File: config.mk
export PLATFORM = sky130hd
export DESIGN_NAME = frame_cmd_adapter
export DESIGN_NICKNAME = d
export VERILOG_FILES = /design/src/rtl/fca_pkg.sv /design/src/rtl/fca_rx_collect.sv /design/src/rtl/fca_tx_serial.sv /design/src/rtl/fca_query_decode.sv /design/src/rtl/frame_cmd_adapter.sv
export SDC_FILE = /design/constraint.sdc
export NUM_CORES = 1
export LEC_CHECK = 0
export BUFFER_PORTS_ARGS = -buffer_cell sky130_fd_sc_hd__buf_2
export CAP_MARGIN = 5
export CORE_ASPECT_RATIO = 1.5
export CORE_UTILIZATION = 47
export CTS_CLUSTER_DIAMETER = 40
export DETAILED_ROUTE_END_ITERATION = 10
export HOLD_SLACK_MARGIN = 0.08
export PLACE_DENSITY = 0.75
export SLEW_MARGIN = 20
export SYNTH_ARGS = -nofsm -noshare
export SYNTH_HDL_FRONTEND = slang
export SYNTH_SLANG_ARGS = --single-unit
File: constraint.sdc
create_clock -name clk_i -period 1.9 [get_ports clk_i]
set_input_delay 0.19 -clock clk_i [delete_from_list [all_inputs] [get_ports clk_i]]
set_output_delay 0.19 -clock clk_i [all_outputs]
set_load 0.02 [all_outputs]
File: src/rtl/fca_pkg.sv
package fca_pkg;
  localparam int BYTE_W = 8;
  typedef logic [BYTE_W-1:0] byte_t;
  typedef enum logic [1:0] {ST_COLLECT, ST_ISSUE, ST_WAIT, ST_SEND} fca_state_e;
endpackage

File: src/rtl/fca_rx_collect.sv
module fca_rx_collect
  import fca_pkg::*;
#(
  parameter int NUM_BYTES = 8
) (
  input  logic                   clk_i,
  input  logic                   rst_ni,
  input  logic                   en_i,
  input  byte_t                  data_i,
  input  logic                   valid_i,
  output byte_t [NUM_BYTES-1:0]  frame_o,
  output logic                   full_o
);
  localparam int CNT_W = $clog2(NUM_BYTES);
  localparam logic [CNT_W-1:0] LAST = CNT_W'(NUM_BYTES-1);

  logic [CNT_W-1:0] cnt_q;
  logic             accept;

  assign accept = en_i & valid_i;
  assign full_o = accept && (cnt_q == LAST);

  always_ff @(posedge clk_i or negedge rst_ni) begin
    if (!rst_ni) begin
      cnt_q   <= '0;
      frame_o <= '0;
    end else if (accept) begin
      frame_o[cnt_q] <= data_i;
      cnt_q          <= (cnt_q == LAST) ? '0 : cnt_q + 1'b1;
    end
  end
endmodule

File: src/rtl/fca_tx_serial.sv
module fca_tx_serial
  import fca_pkg::*;
#(
  parameter int NUM_BYTES = 8
) (
  input  logic                   clk_i,
  input  logic                   rst_ni,
  input  logic                   load_i,
  input  byte_t [NUM_BYTES-1:0]  load_data_i,
  input  logic                   ready_i,
  output byte_t                  data_o,
  output logic                   valid_o,
  output logic                   drained_o
);
  localparam int CNT_W = $clog2(NUM_BYTES);
  localparam logic [CNT_W-1:0] LAST = CNT_W'(NUM_BYTES-1);

  byte_t [NUM_BYTES-1:0] buf_q;
  logic [CNT_W-1:0]      idx_q;
  logic                  busy_q;
  logic                  fire;

  assign valid_o   = busy_q;
  assign data_o    = buf_q[idx_q];
  assign fire      = busy_q & ready_i;
  assign drained_o = fire && (idx_q == LAST);

  always_ff @(posedge clk_i or negedge rst_ni) begin
    if (!rst_ni) begin
      buf_q  <= '0;
      idx_q  <= '0;
      busy_q <= 1'b0;
    end else if (load_i) begin
      buf_q  <= load_data_i;
      idx_q  <= '0;
      busy_q <= 1'b1;
    end else if (fire) begin
      if (idx_q == LAST) begin
        idx_q  <= '0;
        busy_q <= 1'b0;
      end else begin
        idx_q <= idx_q + 1'b1;
      end
    end
  end
endmodule

File: src/rtl/fca_query_decode.sv
module fca_query_decode #(
  parameter int                      ADDR_W    = 8,
  parameter logic [2**ADDR_W-1:0]    QUERY_MAP = '0
) (
  input  logic [ADDR_W-1:0] addr_i,
  output logic              is_query_o
);
  assign is_query_o = QUERY_MAP[addr_i];
endmodule

File: src/rtl/frame_cmd_adapter.sv
module frame_cmd_adapter
  import fca_pkg::*;
#(
  parameter int                  NUM_BYTES = 8,
  parameter logic [(1<<BYTE_W)-1:0] QUERY_MAP =
    {{((1<<BYTE_W)-32){1'b0}}, 16'hFFFF, 16'h0000},
  localparam int PAY_W  = BYTE_W*(NUM_BYTES-1),
  localparam int RESP_W = BYTE_W*NUM_BYTES
) (
  input  logic              clk_i,
  input  logic              rst_ni,
  input  logic [7:0]        in_data_i,
  input  logic              in_valid_i,
  output logic              in_ready_o,
  output logic [7:0]        out_data_o,
  output logic              out_valid_o,
  input  logic              out_ready_i,
  output logic              cmd_valid_o,
  output logic [7:0]        cmd_addr_o,
  output logic [PAY_W-1:0]  cmd_payload_o,
  input  logic              done_i,
  input  logic [RESP_W-1:0] done_data_i
);
  fca_state_e            state_q, state_d;
  byte_t [NUM_BYTES-1:0] frame;
  byte_t [NUM_BYTES-1:0] resp;
  logic                  frame_full, is_query, tx_load, tx_drained;

  assign in_ready_o  = (state_q == ST_COLLECT);
  assign cmd_valid_o = (state_q == ST_ISSUE);
  assign tx_load     = (state_q == ST_WAIT) && done_i;
  assign cmd_addr_o  = frame[0];

  always_comb begin
    state_d = state_q;
    unique case (state_q)
      ST_COLLECT: if (frame_full) state_d = ST_ISSUE;
      ST_ISSUE:   state_d = ST_WAIT;
      ST_WAIT:    if (done_i) state_d = ST_SEND;
      ST_SEND:    if (tx_drained) state_d = ST_COLLECT;
      default:    state_d = ST_COLLECT;
    endcase
  end

  always_ff @(posedge clk_i or negedge rst_ni) begin
    if (!rst_ni) state_q <= ST_COLLECT;
    else         state_q <= state_d;
  end

  for (genvar k = 1; k < NUM_BYTES; k++) begin : g_pay
    assign cmd_payload_o[BYTE_W*(k-1) +: BYTE_W] = frame[k];
  end

  for (genvar j = 0; j < NUM_BYTES; j++) begin : g_resp
    assign resp[j] = is_query ? done_data_i[BYTE_W*j +: BYTE_W] : '0;
  end

  fca_rx_collect #(.NUM_BYTES(NUM_BYTES)) i_rx (
    .clk_i   (clk_i),
    .rst_ni  (rst_ni),
    .en_i    (in_ready_o),
    .data_i  (in_data_i),
    .valid_i (in_valid_i),
    .frame_o (frame),
    .full_o  (frame_full)
  );

  fca_query_decode #(.ADDR_W(BYTE_W), .QUERY_MAP(QUERY_MAP)) i_dec (
    .addr_i     (frame[0]),
    .is_query_o (is_query)
  );

  fca_tx_serial #(.NUM_BYTES(NUM_BYTES)) i_tx (
    .clk_i       (clk_i),
    .rst_ni      (rst_ni),
    .load_i      (tx_load),
    .load_data_i (resp),
    .ready_i     (out_ready_i),
    .data_o      (out_data_o),
    .valid_o     (out_valid_o),
    .drained_o   (tx_drained)
  );
endmodule

Word level (Yosys, flattened, before mapping)
Memory sizes are Yosys's and may differ from the RTL's.
Index checks and enable logic that the tools add are counted.

cells by class
  $lt $le $gt $ge = 4
  $add $sub $neg = 2
  reduce and logical (&&, ||, !) cells = 9
  muxes and demuxes = 25
  equality and inequality tests = 8
  bitwise gates (word level) = 2

operator list
  kind                   count
  $mux W8                10
  $bwmux W64             1
  $bmux W8 S3            1
  $demux W8 S3           1
  $mux W3                4
  $lt A8 B9 Y1 const B   1
  $lt A3 B4 Y1 const B   2
  $pmux W2 S4            1
  $add A3 B1 Y3 const B  2
  $eq A3 B3 Y1 const B   2
  $mux W2                3
  $eq A2 B2 Y1 const B   2
  $logic_and A1 B1 Y1    4
  $mux W1                4
  $ne A2 B2 Y1 const B   2
  $reduce_bool A2 Y1     2
  $ge A3 B1 Y1 const B   1
  $reduce_and A3 Y1      1
  $and A1 B1 Y1          2
  $eq A2 B1 Y1 const B   1
  $logic_not A2 Y1       1
  $ne A2 B1 Y1 const B   1
  $reduce_and A2 Y1      1

word-level totals
  flip-flop bits (word level) = 137
  logic and storage cells = 71
  input bits = 77
  ROM bits = 256
  output and inout bits = 75
  memories kept = 1

memory list
  name              words  width  read ports  clocked after Yosys merged registers in  wr ports  RTL line               source
  (name not given)  256    1      1           0                                        0         fca_query_decode.sv:8  assign is_query_o = QUERY_MAP[addr_i];

Depth between registers and ports, before layout
Gate-level depths: netlist of run 1.

  depth in word-level cells = 5
  gate-level depth with buffers = 6
  mapped depth without buffers = 5

Cells and area by module
From an unflattened synthesis of run 1, not the netlist that was laid out.

second synthesis, totals
  cells, all modules = 428
  area total of the unflattened synthesis = 6,391.1 sq um

by module, submodules not included
  module             sequential area each (sq um)  times used  area each (sq um)  cells each
  fca_tx_serial      1,701.6                       1           3,129.3            183
  fca_rx_collect     1,676.6                       1           2,643.8            156
  frame_cmd_adapter  50.0                          1           603.1              88
  fca_query_decode   0.0                           1           15.0               1

Worst setup path after synthesis of run 1
No wires, ideal clock.

  path kind = reg-to-reg
  from = register state_q[0]
  to = register i_rx.frame_o[0] (netlist name)
  arrival = 1.886 ns
  cell stages (with the launch flop) = 7
  clock period less this slack = 2.012 ns
  path slack = -0.112 ns
  data required time = 1.775 ns
  buffers on the path = 1
  setup time = 0.125 ns
  cells stage by stage = dfrtp_1 -> inv_1 -> ha_1 -> nand2_4 -> or4_1 -> buf_6 -> mux2_4

between the ends
  cells in the longest elaborated chain, start to end = 2

RTL lines
  item                             RTL line                 source
  from (decl)                      frame_cmd_adapter.sv:24  fca_state_e state_q, state_d;
  from (signal assigned)           frame_cmd_adapter.sv:47  else state_q <= state_d;
  $logic_not A2 Y1                 frame_cmd_adapter.sv:29  assign in_ready_o = (state_q == ST_COLLECT);
  named net in_ready_o             frame_cmd_adapter.sv:14  output logic in_ready_o,
  $and A1 B1 Y1                    fca_rx_collect.sv:20     assign accept = en_i & valid_i;
  to (signal, indexed assignment)  fca_rx_collect.sv:28     frame_o[cnt_q] <= data_i;
  to (decl)                        fca_rx_collect.sv:11     output byte_t [NUM_BYTES-1:0] frame_o,

The timed path passes the listed nets, and every way through them passes these cells.
A chain may end at the register's enable or synchronous reset.

Worst setup path in the final report of run 1
  from = register i_tx.idx_q[1]
  to = output out_data_o[6]

between the ends
  cells in the longest elaborated chain, start to end = 2

RTL lines
  item                           RTL line                 source
  from (decl)                    fca_tx_serial.sv:19      logic [CNT_W-1:0] idx_q;
  from (signal assigned)         fca_tx_serial.sv:42      idx_q <= idx_q + 1'b1;
  $bmux W8 S3                    fca_tx_serial.sv:24      assign data_o = buf_q[idx_q];
  $mux W8 (implied by the code)  fca_tx_serial.sv:24
  to (decl)                      frame_cmd_adapter.sv:15  output logic [7:0] out_data_o,

No other way between the ends. The select of a mux whose other input is x is not followed.

==> summary.md, run 1 <==
| Metric | Value |
|---|---|
| Status | finished, violations left |
| Failing checks | negative setup slack |
| WP data required | 1.71 ns |
| Gate Count Post-Synth | 359 |
| Distinct cells, synth | 28 |
| Crit Path Category | register to output pin |
| Startpoint Class | register |
| Slew headroom | 67.00% |
| Leakage | 4.092 nW |
| Top-Level Pins | 152 |
| Max Cap Viol | 0 |
| Power per standard cell area | 1627 nW/um2 |
| Setup slack after layout | -0.3333 ns |
| CTS Sinks | 137 |
| Yosys top cell area share | 59.92% |
| Antenna violations before repair | 0 |
| Layout cell share with drive strength beyond 1 | 48.45% |
| FF/Latch Area | 3430 um2 |
| Total Wirelength | 16,550 um |
| Type of the most critical hold path | primary input to register |
| Wire length of the first global-routing pass | 24,140 um |
| Critical path peak fanout | 6 |
| Height of the die | 137.1 um |
| Ys Warns | 0 |
| Vias in the first global route | 4,614 |
| Drc violations | 0 |
| Area grow syn2layout | 44.61% |
| TritonCTS buffer count | 17 |
| Fmax | 0.4478 GHz |
| Row count | 49 |
| Worst skew pair latency | 0.42 ns |
| Initial Util | 47.86% |
| VDD IR max | 1025 uV |
| Total track usage | 25.76% |
| Post-synth top area cell | dfrtp_1 |
| WP data arrival | 2.04 ns |
| CTS tree | yes |
| Mux share of post-synthesis cell area | 22.30% |
| Clock Pin Slew Worst Setup and Hold Paths | 0.06 ns |
| Die Area | 12,630 um2 |
| Design Power | 13.47 mW |
| Die width | 92.09 um |
| Post-DP HPWL | 9216 um |
| Placed Instance Area | 6792 um2 |
| Final-report max-slew violation count | 0 |
| GR Overflow Total | 0 |
| Design Area, Final | 8274 um2 |
| Via count | 4,273 |
| Largest net degree at the start of global routing | 66 |
| Nets | 686 |
| Setup crit end kind | output pin |
| Setup Skew | 0.008864 ns |
| Multi-input logic area | 2221 um2 |
| Mapped cell area | 5722 um2 |
| Worst-Margin Slew | 0.4951 ns |
| Post-synthesis adder-cell area fraction | 1.968% |
| Syn nets | 445 |
| Starting DRC count in detailed routing | 127 |
| Synth Area in Simple Gates | 3.105% |
| Synth Area in Compound Gates | 10.61% |
| DP Cell Count | 660 |
| H-tree depth | 4 |
| Syn Area/Cell | 15.94 um2 |
| # diodes | 0 |
| Fin Hold WS | 0.09874 ns |
| DR pass1 iterations | 4 |
| Via density | 5.578 |
| Wire per inst | 21.60 um |
| Final Cycle Share | 117.5% |
| CTS Root Cell | clkbuf_16 |
| Port Buf Inserts | 151 |
| Minimum clock period | 2.233 ns |
| Main area contributors after synthesis | dfrtp_1, mux2_2, a22o_1 |
| ANT nets after route | 0 |
| Yosys reg bits | 137 |
| RePlAce Congestion | 0.7502 |
| # setup viols final | 8 |
| CORE AREA | 11,960 um2 |
| RSZ-0062 raised after global routing | yes |
| Finished Layout Cells | 766 |
| Largest family of logic cells by synthesized area | multiplexers |
| Clock Path Buffers | 2 |
| Post-Synth XOR/XNOR Area | 0% |
| Final hold vios | 0 |
| Sequential-to-total area share from yosys stat | 59.92% |
| Number of fill cells in the layout | 763 |
where the power goes:
group,leakage [nW],internal [mW],switching [mW]
combinational,1.99,2.42,2.62
clock,0.306,2.23,1.34
sequential,1.80,4.07,0.778
per-layer routing:
layer  vias up  part of all wire (%)  wire length (um)  track usage [%]
li1       1854                     -                 -                -
met1      2129                    36              5971            29.06
met2       229                    52              8647            44.61
met3        61                   7.0              1160            7.556
met4         0                   4.6               769            12.50
met5         -                     0                 0                0
cells in the final DEF (no fill, tap or decap), drive strengths merged, types with 5 or more instances in the layout:
master       Yosys  routed
dlygate4sd3      0      68
inv              3       8
mux2            76      76
nor2             5       5
nand2            7       7
buf             12     173
mux4            16      16
a22o            64      64
ha               9       9
dfrtp          137     137
clkbuf           9      20
cells in the mapped netlist:
master,instances
inv_1,3
nor3_4,3
nor4_4,1
nand2b_1,3
buf_4,1
nor2_2,3
nand2_1,6
nand3_2,1
a21oi_1,4
or4_1,1
mux2_1,16
mux4_2,16
a2111oi_0,1
buf_2,9
nand2_4,1
clkbuf_1,9
nor2_1,2
ha_1,9
a21boi_0,1
dfrtp_1,137
mux2i_1,3
a22o_1,64
nand3_1,1
a221o_1,1
buf_6,2
mux2_4,8
mux2_2,52
or3_1,1
layout make-up:
class	count	share of cell area [%]
Tap cell	153	2.314
Sequential cell	137	41.45
Clock buffer	18	5.187
Multi-Input combinational cell	198	26.84
Inverter	3	0.1361
Clock inverter	14	2.540
Timing Repair Buffer	243	21.53
state kept, by name, summed over array words and instances (netlist names):
register / count
i_rx.frame_o: 64
i_tx.buf_q: 64
i_rx.cnt_q: 3
i_tx.idx_q: 3
state_q: 2
i_tx.valid_o: 1
kinds of logic after synthesis:
family | count (synthesis)
AO/OA/AOI/OAI | 71
adder cells (fa/ha/maj) | 9
buffers and inverters | 24
flip-flops | 137
multiplexers | 95
AND/OR/NAND/NOR | 23
worst max-delay path: stages, from the launching register on:
cell       delay (ns)
dfrtp_2          0.47
clkbuf_16        0.20
mux4_2           0.53
mux2_4           0.29
buf_6            0.13
path summary, 6_finish.rpt:
path | startpoint | end | slack, ns | cells after the start
min in group asynchronous | rst_ni | i_tx.buf_q[49]$_DFFE_PN0P_ | 0.31 | 2
max reg2reg | state_q[1]$_DFFE_PN0P_ | i_rx.frame_o[3]$_DFFE_PN0P_ | 0.09 | 6
min reg2reg | i_rx.frame_o[20]$_DFFE_PN0P_ | i_rx.frame_o[20]$_DFFE_PN0P_ | 0.49 | 1
max | i_tx.idx_q[1]$_DFFE_PN0P_ | out_data_o[6] | -0.33 | 4
min | in_data_i[6] | i_rx.frame_o[22]$_DFFE_PN0P_ | 0.1 | 2
max in group asynchronous | rst_ni | i_tx.idx_q[1]$_DFFE_PN0P_ | 0.99 | 3
what timing repair did:
item                                   4_1_cts  5_1_grt
hold buffers                                68        0
resized for setup                            2       28
pin swaps                                    0        1
buffers inserted                             1        2
gates cloned                                 0        3
endpoints found under the hold margin      119        0
setup endpoints to repair                    8       91
stage by stage:
step	worst slack (ns)	utilization [%]	setup TNS, ns
floorplan	0.06475	-	0
global placement	0.07791	56.81	0
detailed placement	0.02307	56.81	0
CTS	-0.3311	67.95	-2.260
global route	-0.3641	69.21	-2.716
finish	-0.3333	69.21	-2.475
No activity file was read; power rests on OpenSTA's default activity.
==> inputs of run 2 (changes only) <==
--- a/config.mk
+++ b/config.mk
@@ -7,13 +7,14 @@
 export LEC_CHECK = 0
 export BUFFER_PORTS_ARGS = -buffer_cell sky130_fd_sc_hd__buf_2
 export CAP_MARGIN = 5
-export CORE_ASPECT_RATIO = 1.5
-export CORE_UTILIZATION = 47
+export CORE_ASPECT_RATIO = 1.2
+export CORE_UTILIZATION = 49
 export CTS_CLUSTER_DIAMETER = 40
 export DETAILED_ROUTE_END_ITERATION = 10
 export HOLD_SLACK_MARGIN = 0.08
-export PLACE_DENSITY = 0.75
+export PLACE_DENSITY = 0.77
 export SLEW_MARGIN = 20
 export SYNTH_ARGS = -nofsm -noshare
 export SYNTH_HDL_FRONTEND = slang
+export SYNTH_HIERARCHICAL = 1
 export SYNTH_SLANG_ARGS = --single-unit
==> run 2 against run 1 <==
Effect of this change:
- the flow still finishes with violations (negative setup slack)
- count of clock-buffer cells in the layout up 5
- worst hold slack better by 0.018 ns
- final cell count up 1.6%
- largest power group unchanged
- fmax up 1.3%
- sequential cell count unchanged
- critical path type unchanged
- final area down 2.3%
- setup slack better by 0.029 ns
- area after synthesis up 12%
==> summary.md, run 2 <==
| Metric | Value |
|---|---|
| Commonest cells after routing, fill and taps aside | buf_2, dfrtp_1, mux2_2, and2_1, clkbuf_16 (was buf_2, dfrtp_1, dlygate4sd3_1, a22o_1, mux2_2) |
| Failing checks | negative setup slack (unchanged) |
| DP Cell Count | 743 (was 660) |
| Vias in the first global route | 4,518 (was 4,614) |
| Cell-internal power | 8.213 mW (was 8.721 mW) |
| Clk network pwr share | 23.9% (was 26.6%) |
| Post-DP HPWL | 9834 um (was 9216 um) |
| Largest net degree at the start of global routing | 65 (was 66) |
| Main area contributors after synthesis | dfrtp_1, mux2_2, and2_1 (was dfrtp_1, mux2_2, a22o_1) |
| WP data arrival | 2.01 ns (was 2.04 ns) |
| Setup slack after layout | -0.3046 ns (was -0.3333 ns) |
| Number of fill cells in the layout | 987 (was 763) |
| # setup viols final | 8 (unchanged) |
| Sequential-to-total area share from yosys stat | 53.64% (was 59.92%) |
| H-tree depth | 4 (unchanged) |
| Type of the most critical hold path | primary input to register (unchanged) |
| GR Overflow Total | 0 (unchanged) |
| Layout cell share with drive strength beyond 1 | 59.38% (was 48.45%) |
| Top flop regs | i_rx/frame_o: 64 flops, i_tx/buf_q: 64 flops (was i_rx.frame_o: 64 flops, i_tx.buf_q: 64 flops) |
| Post-synth top area cell | dfrtp_1 (unchanged) |
| Final Cycle Share | 116.0% (was 117.5%) |
| Row count | 45 (was 49) |
| Power per standard cell area | 1534 nW/um2 (was 1627 nW/um2) |
| VDD IR max | 982.2 uV (was 1025 uV) |
| Wire per inst | 17.66 um (was 21.60 um) |
| Fin Hold WS | 0.1171 ns (was 0.09874 ns) |
| Syn nets | 514 (was 445) |
| Worst-Margin Slew | 0.4603 ns (was 0.4951 ns) |
| Net switching power | 4.185 mW (was 4.744 mW) |
| DR pass1 iterations | 4 (unchanged) |
| Setup crit end kind | output pin (unchanged) |
| Final-report max-slew violation count | 0 (unchanged) |
| Initial Util | 50.45% (was 47.86%) |
| WP data required | 1.71 ns (about the same) |
| Most common cell in the synthesized netlist | dfrtp_1 (unchanged) |
| Mapped cell area | 6391 um2 (was 5722 um2) |
| Final hold vios | 0 (unchanged) |
| Slew headroom | 69.31% (was 67.00%) |
| Ys Warns | 6 (was 0) |
| Starting DRC count in detailed routing | 82 (was 127) |
| Total track usage | 22.39% (was 25.76%) |
| RSZ-0062 raised after global routing | yes (unchanged) |
| Via count | 4,036 (was 4,273) |
| CTS Sinks | 137 (unchanged) |
| Switch share | 33.75% (was 35.23%) |
| Total Wirelength | 13,740 um (was 16,550 um) |
| Clock Pin Slew Worst Setup and Hold Paths | 0.05 ns (was 0.06 ns) |
| ANT nets after route | 0 (unchanged) |
| Post-synth top flop | dfrtp_1 (unchanged) |
| Setup repair bufs after CTS | 0 (was 1) |
| Most common cell after layout, fill and taps aside | buf_2 (unchanged) |
| Async set-or-reset flop fraction in the synthesized netlist | 100.0% (unchanged) |
| RePlAce Congestion | 0.7818 (was 0.7502) |
| CORE AREA | 12,670 um2 (was 11,960 um2) |
| Synth cell count leaders | dfrtp_1, mux2_2, and2_1 (was dfrtp_1, a22o_1, mux2_2) |
| Design Power | 12.40 mW (was 13.47 mW) |
| Antenna violations before repair | 2 (was 0) |
| Top-Level Pins | 152 (unchanged) |
| CTS tree | yes (unchanged) |
| Finished Layout Cells | 778 (was 766) |
| Max Cap Viol | 0 (unchanged) |
| Yosys reg bits | 137 (unchanged) |
| Wire length of the first global-routing pass | 22,940 um (was 24,140 um) |
| Distinct cells, synth | 35 (was 28) |
| Post-synth EDFFs | 0 (unchanged) |
| Sequential power share | 37.6% (was 36.0%) |
| Die width | 106.3 um (was 92.09 um) |
| Height of the die | 127.1 um (was 137.1 um) |
| Crit Path Category | register to output pin (unchanged) |
| Startpoint Class | register (unchanged) |
| Minimum clock period | 2.205 ns (was 2.233 ns) |
| Clock Path Buffers | 2 (unchanged) |
| Area grow syn2layout | 26.43% (was 44.61%) |
| Yosys top cell area share | 53.64% (was 59.92%) |
| Via density | 5.188 (was 5.578) |
| Drc violations | 0 (unchanged) |
| Gate power share | 38.5% (was 37.4%) |
| Nets | 686 (unchanged) |
| Fmax | 0.4536 GHz (was 0.4478 GHz) |
| TritonCTS buffer count | 17 (unchanged) |
| Port Buf Inserts | 151 (unchanged) |
| Worst skew pair latency | 0.41 ns (was 0.42 ns) |
| Gate Count Post-Synth | 428 (was 359) |
| Status | finished, violations left (unchanged) |
| CTS Root Cell | clkbuf_16 (unchanged) |
| Critical path peak fanout | 9 (was 6) |
| Setup Skew | 0.006255 ns (was 0.008864 ns) |
| Syn Area/Cell | 14.93 um2 (was 15.94 um2) |
| Leakage | 4.197 nW (was 4.092 nW) |
| Final Core Density | 63.78% (was 69.21%) |
| Die Area | 13,510 um2 (was 12,630 um2) |
## run 2: per-layer routing
metal,global-route usage [%],wire (um),vias to the layer above
met3,7.806,928,13
met5,0,13,-
met1,26.01,5506,2006
met4,6.618,117,2
li1,-,-,1878
met2,38.96,7170,137
## run 2: worst max-delay path, cell delays in order, from the launching register on
cell and delay (ns):
dfrtp_2 0.43, buf_12 0.16, mux4_1 0.57, mux2_4 0.28, buf_2 0.16
## run 2: cell type report
class | instances | area (um2) | share of cell area, %
diodes | 1 | 2.502 | 0.03097
repair buffers | 175 | 1056 | 13.07
well taps | 164 | 205.2 | 2.539
flip-flops and latches | 137 | 3430 | 42.44
clock buffers | 23 | 457.9 | 5.667
multi-input cells | 264 | 2835 | 35.09
clock inverters | 9 | 75.07 | 0.9291
inverters | 5 | 18.77 | 0.2323
## run 2: final timing paths
kind	start	endpoint	slack (ns)	cells after the start
min in group asynchronous	rst_ni	i_tx/buf_q[22]$_DFFE_PN0P_	0.29	2
max in group asynchronous	rst_ni	i_tx/idx_q[0]$_DFFE_PN0P_	0.79	3
worst min register to register	i_tx/buf_q[14]$_DFFE_PN0P_	i_tx/buf_q[14]$_DFFE_PN0P_	0.50	1
worst max-delay path	i_tx/idx_q[0]$_DFFE_PN0P_	out_data_o[5]	-0.30	4
worst min-delay path	done_data_i[30]	i_tx/buf_q[30]$_DFFE_PN0P_	0.12	3
worst max register to register	i_tx/idx_q[0]$_DFFE_PN0P_	state_q[1]$_DFFE_PN0P_	0.03	6
## run 2: through the flow
stage | cell area (um2) | setup WS, ns | setup TNS (ns)
4_1_cts | 8043 | -0.3726 | -2.829
3_3_place_gp | 7500 | 0.1012 | 0
2_1_floorplan | 6404 | 0.02132 | 0
5_1_grt | 8078 | -0.3675 | -2.901
6_report | 8080 | -0.3046 | -2.284
3_5_place_dp | 7500 | 0.04253 | 0
## run 2: logic make-up after synthesis
| logic type | after synthesis | share of synthesized area (%) |
|---|---|---|
| compound gates | 12 | 1.429 |
| simple gates | 89 | 9.436 |
| flops | 137 | 53.64 |
| fa+ha+maj | 9 | 1.762 |
| mux | 154 | 31.36 |
| buf+inv | 27 | 2.369 |
## run 2: power by group through the flow
stage	clock, mW	combinational, mW	sequential (mW)
floorplan	0	2.65	5.19
global placement	0	4.60	4.61
detailed placement	0	4.75	4.69
CTS	3.04	4.78	4.66
global route	3.16	5.13	4.81
finish	2.96	4.77	4.66
## run 2: timing repair
item | in CTS | in global routing
endpoints found under the hold margin | 48 | 0
gates resized for setup | 0 | 5
cloned | 0 | 1
pin swaps | 0 | 0
endpoints found under the setup margin | 8 | 39
hold buffers | 1 | 0
==> inputs of run 3 (changes only) <==
--- a/config.mk
+++ b/config.mk
@@ -8,11 +8,11 @@
 export BUFFER_PORTS_ARGS = -buffer_cell sky130_fd_sc_hd__buf_2
 export CAP_MARGIN = 5
 export CORE_ASPECT_RATIO = 1.2
-export CORE_UTILIZATION = 49
+export CORE_UTILIZATION = 54
 export CTS_CLUSTER_DIAMETER = 40
 export DETAILED_ROUTE_END_ITERATION = 10
 export HOLD_SLACK_MARGIN = 0.08
-export PLACE_DENSITY = 0.77
+export PLACE_DENSITY = 0.8
 export SLEW_MARGIN = 20
 export SYNTH_ARGS = -nofsm -noshare
 export SYNTH_HDL_FRONTEND = slang
==> constraint.sdc (replaced) <==
create_clock -name clk_i -period 2.8 [get_ports clk_i]
set_input_delay 0.28 -clock clk_i [delete_from_list [all_inputs] [get_ports clk_i]]
set_output_delay 0.28 -clock clk_i [all_outputs]
set_load 0.02 [all_outputs]
==> run 3 against run 2 <==
Effect of this change:
- first-iteration DRC count rose by 32%
- the flow now finishes without violations
- via count increased by 0.97%
- final cell count shrank 2.7%
- largest power group is now sequential cells
- combinational power shrank 37%
- highest routed layer is now met4
- routed wire length is 3.0% higher
- non-clock buffer count shrank 14
- sequential share of layout area rose by 0.91 points
- register-to-register slack better by 0.51 ns
- clock power decreased by 27%
- die area down 9.1%
- critical path depth unchanged
==> summary.md, run 3 (synthesis gave the netlist of run 2 again) <==
| Metric | Value |
|---|---|
| Status | finished clean (was finished, violations left) |
| Placed Instance Area | 7318 um2 (was 7500 um2) |
| Layout cell share with drive strength beyond 1 | 58.76% (was 59.38%) |
| Clock Pin Slew Worst Setup and Hold Paths | 0.06 ns (was 0.05 ns) |
| Antenna violations before repair | 0 (was 2) |
| Total track usage | 25.09% (was 22.39%) |
| Startpoint Class | register (unchanged) |
| Clock Path Buffers | 2 (unchanged) |
| DP Cell Count | 723 (was 743) |
| Finished Layout Cells | 757 (was 778) |
| Die Area | 12,280 um2 (was 13,510 um2) |
| Post-DP HPWL | 10,010 um (was 9834 um) |
| Final Cycle Share | 90.04% |
| Commonest cells after routing, fill and taps aside | buf_2, dfrtp_1, mux2_2, and2_1, clkbuf_16 (unchanged) |
| Top-Level Pins | 152 (unchanged) |
| Die width | 101.3 um (was 106.3 um) |
| Setup slack after layout | 0.2789 ns (was -0.3046 ns) |
| Crit Path Category | register to output pin (unchanged) |
| Max Cap Viol | 0 (unchanged) |
| Slew headroom | 55.58% (was 69.31%) |
| Setup TNS | 0 ns (was -2.284 ns) |
| Fin Hold WS | 0.1958 ns (was 0.1171 ns) |
| Fmax | 0.3967 GHz |
| Via density | 5.383 (was 5.188) |
| Post-Place Setup Slack | 0.5254 ns (was 0.04253 ns) |
| Area grow syn2layout | 23.77% (was 26.43%) |
| Nets | 672 (was 686) |
| Critical path peak fanout | 12 (was 9) |
| VDD IR max | 621.9 uV (was 982.2 uV) |
| RePlAce Congestion | 0.8011 (was 0.7818) |
| H-tree depth | 4 (unchanged) |
| Via count | 4,075 (was 4,036) |
| WP data required | 2.52 ns (was 1.71 ns) |
| Design Power | 8.420 mW (was 12.40 mW) |
| CTS Root Cell | clkbuf_16 (unchanged) |
| Top flop regs | i_rx/frame_o: 64 flops, i_tx/buf_q: 64 flops (unchanged) |
| ANT nets after route | 0 (unchanged) |
| RSZ-0062 raised after global routing | no (was yes) |
| Worst skew pair latency | 0.42 ns (was 0.41 ns) |
| # setup viols final | 0 (was 8) |
| Drc violations | 0 (unchanged) |
| GR Overflow Total | 0 (unchanged) |
| Leakage | 4.129 nW (was 4.197 nW) |
| Worst-Margin Slew | 0.6663 ns (was 0.4603 ns) |
| Vias in the first global route | 4,426 (was 4,518) |
| CTS Sinks | 137 (unchanged) |
| Final hold vios | 0 (unchanged) |
| Most common cell after layout, fill and taps aside | buf_2 (unchanged) |
| Power per standard cell area | 1064 nW/um2 (was 1534 nW/um2) |
| Type of the most critical hold path | primary input to register (unchanged) |
| Setup crit end kind | output pin (unchanged) |
| TritonCTS buffer count | 17 (unchanged) |
| Largest net degree at the start of global routing | 73 (was 65) |
| Height of the die | 121.2 um (was 127.1 um) |
| Row count | 43 (was 45) |
| CTS tree | yes (unchanged) |
| Wire length of the first global-routing pass | 22,580 um (was 22,940 um) |
| Setup Skew | 0.01121 ns (was 0.006255 ns) |
| WP data arrival | 2.24 ns (was 2.01 ns) |
| CORE AREA | 11,570 um2 (was 12,670 um2) |
| Total Wirelength | 14,150 um (was 13,740 um) |
| Wire per inst | 18.69 um (was 17.66 um) |
| Starting DRC count in detailed routing | 108 (was 82) |
| Design Area, Final | 7910 um2 (was 8080 um2) |
| Port Buf Inserts | 151 (unchanged) |
| Final Core Density | 68.38% (was 63.78%) |
| DR pass1 iterations | 5 (was 4) |
| Minimum clock period | 2.521 ns |
| Initial Util | 55.25% (was 50.45%) |
| Final-report max-slew violation count | 0 (unchanged) |
## run 3: worst paths after layout
check | slack [ns] | depth (start not counted) | from | end
setup / recovery | 0.28 | 4 | i_tx/idx_q[0]$_DFFE_PN0P_ | out_data_o[3]
hold / removal | 0.20 | 3 | out_ready_i | i_tx/idx_q[0]$_DFFE_PN0P_
min in group asynchronous | 0.45 | 2 | rst_ni | i_tx/buf_q[58]$_DFFE_PN0P_
hold reg to reg | 0.50 | 1 | i_rx/frame_o[47]$_DFFE_PN0P_ | i_rx/frame_o[47]$_DFFE_PN0P_
max in group asynchronous | 1.54 | 3 | rst_ni | i_rx/frame_o[14]$_DFFE_PN0P_
setup reg to reg | 0.54 | 5 | state_q[0]$_DFFE_PN0P_ | i_rx/frame_o[2]$_DFFE_PN0P_
## run 3: timing repair
item | in CTS | in global routing
hold buffers | 1 | 0
resized for setup | 0 | 1
setup buffers | 0 | 0
hold endpoints to repair | 71 | 0
setup endpoints to repair | 0 | 1
## run 3: report_power, final
| part | leakage (nW) | switching [mW] | total [mW] | internal (mW) |
|---|---|---|---|---|
| Combinational | 2.02 | 1.52 | 3.01 | 1.50 |
| Sequential | 1.83 | 0.529 | 3.24 | 2.71 |
| Clock | 0.282 | 0.902 | 2.17 | 1.26 |
## run 3: worst max-delay path: stages (launching register included)
cell and delay, ns:
dfrtp_2 0.54, buf_4 0.27, mux4_1 0.58, mux2_4 0.28
buf_2 0.16
## run 3: final cells by class
class	instances	area, um2
fill	824	3657
sequential	137	3430
multi-input combinational	264	2820
timing repair buffer	161	864.6
clock buffer	18	439.2
tap	157	196.4
clock inverter	14	138.9
inverter	5	18.77
antenna	1	2.502
## run 3: metal layers
layer  GRT usage [%]  wire length [um]
met1           28.29              5788
met4           10.42               314
met5               0                 0
met2           43.45              7223
met3           8.065               823
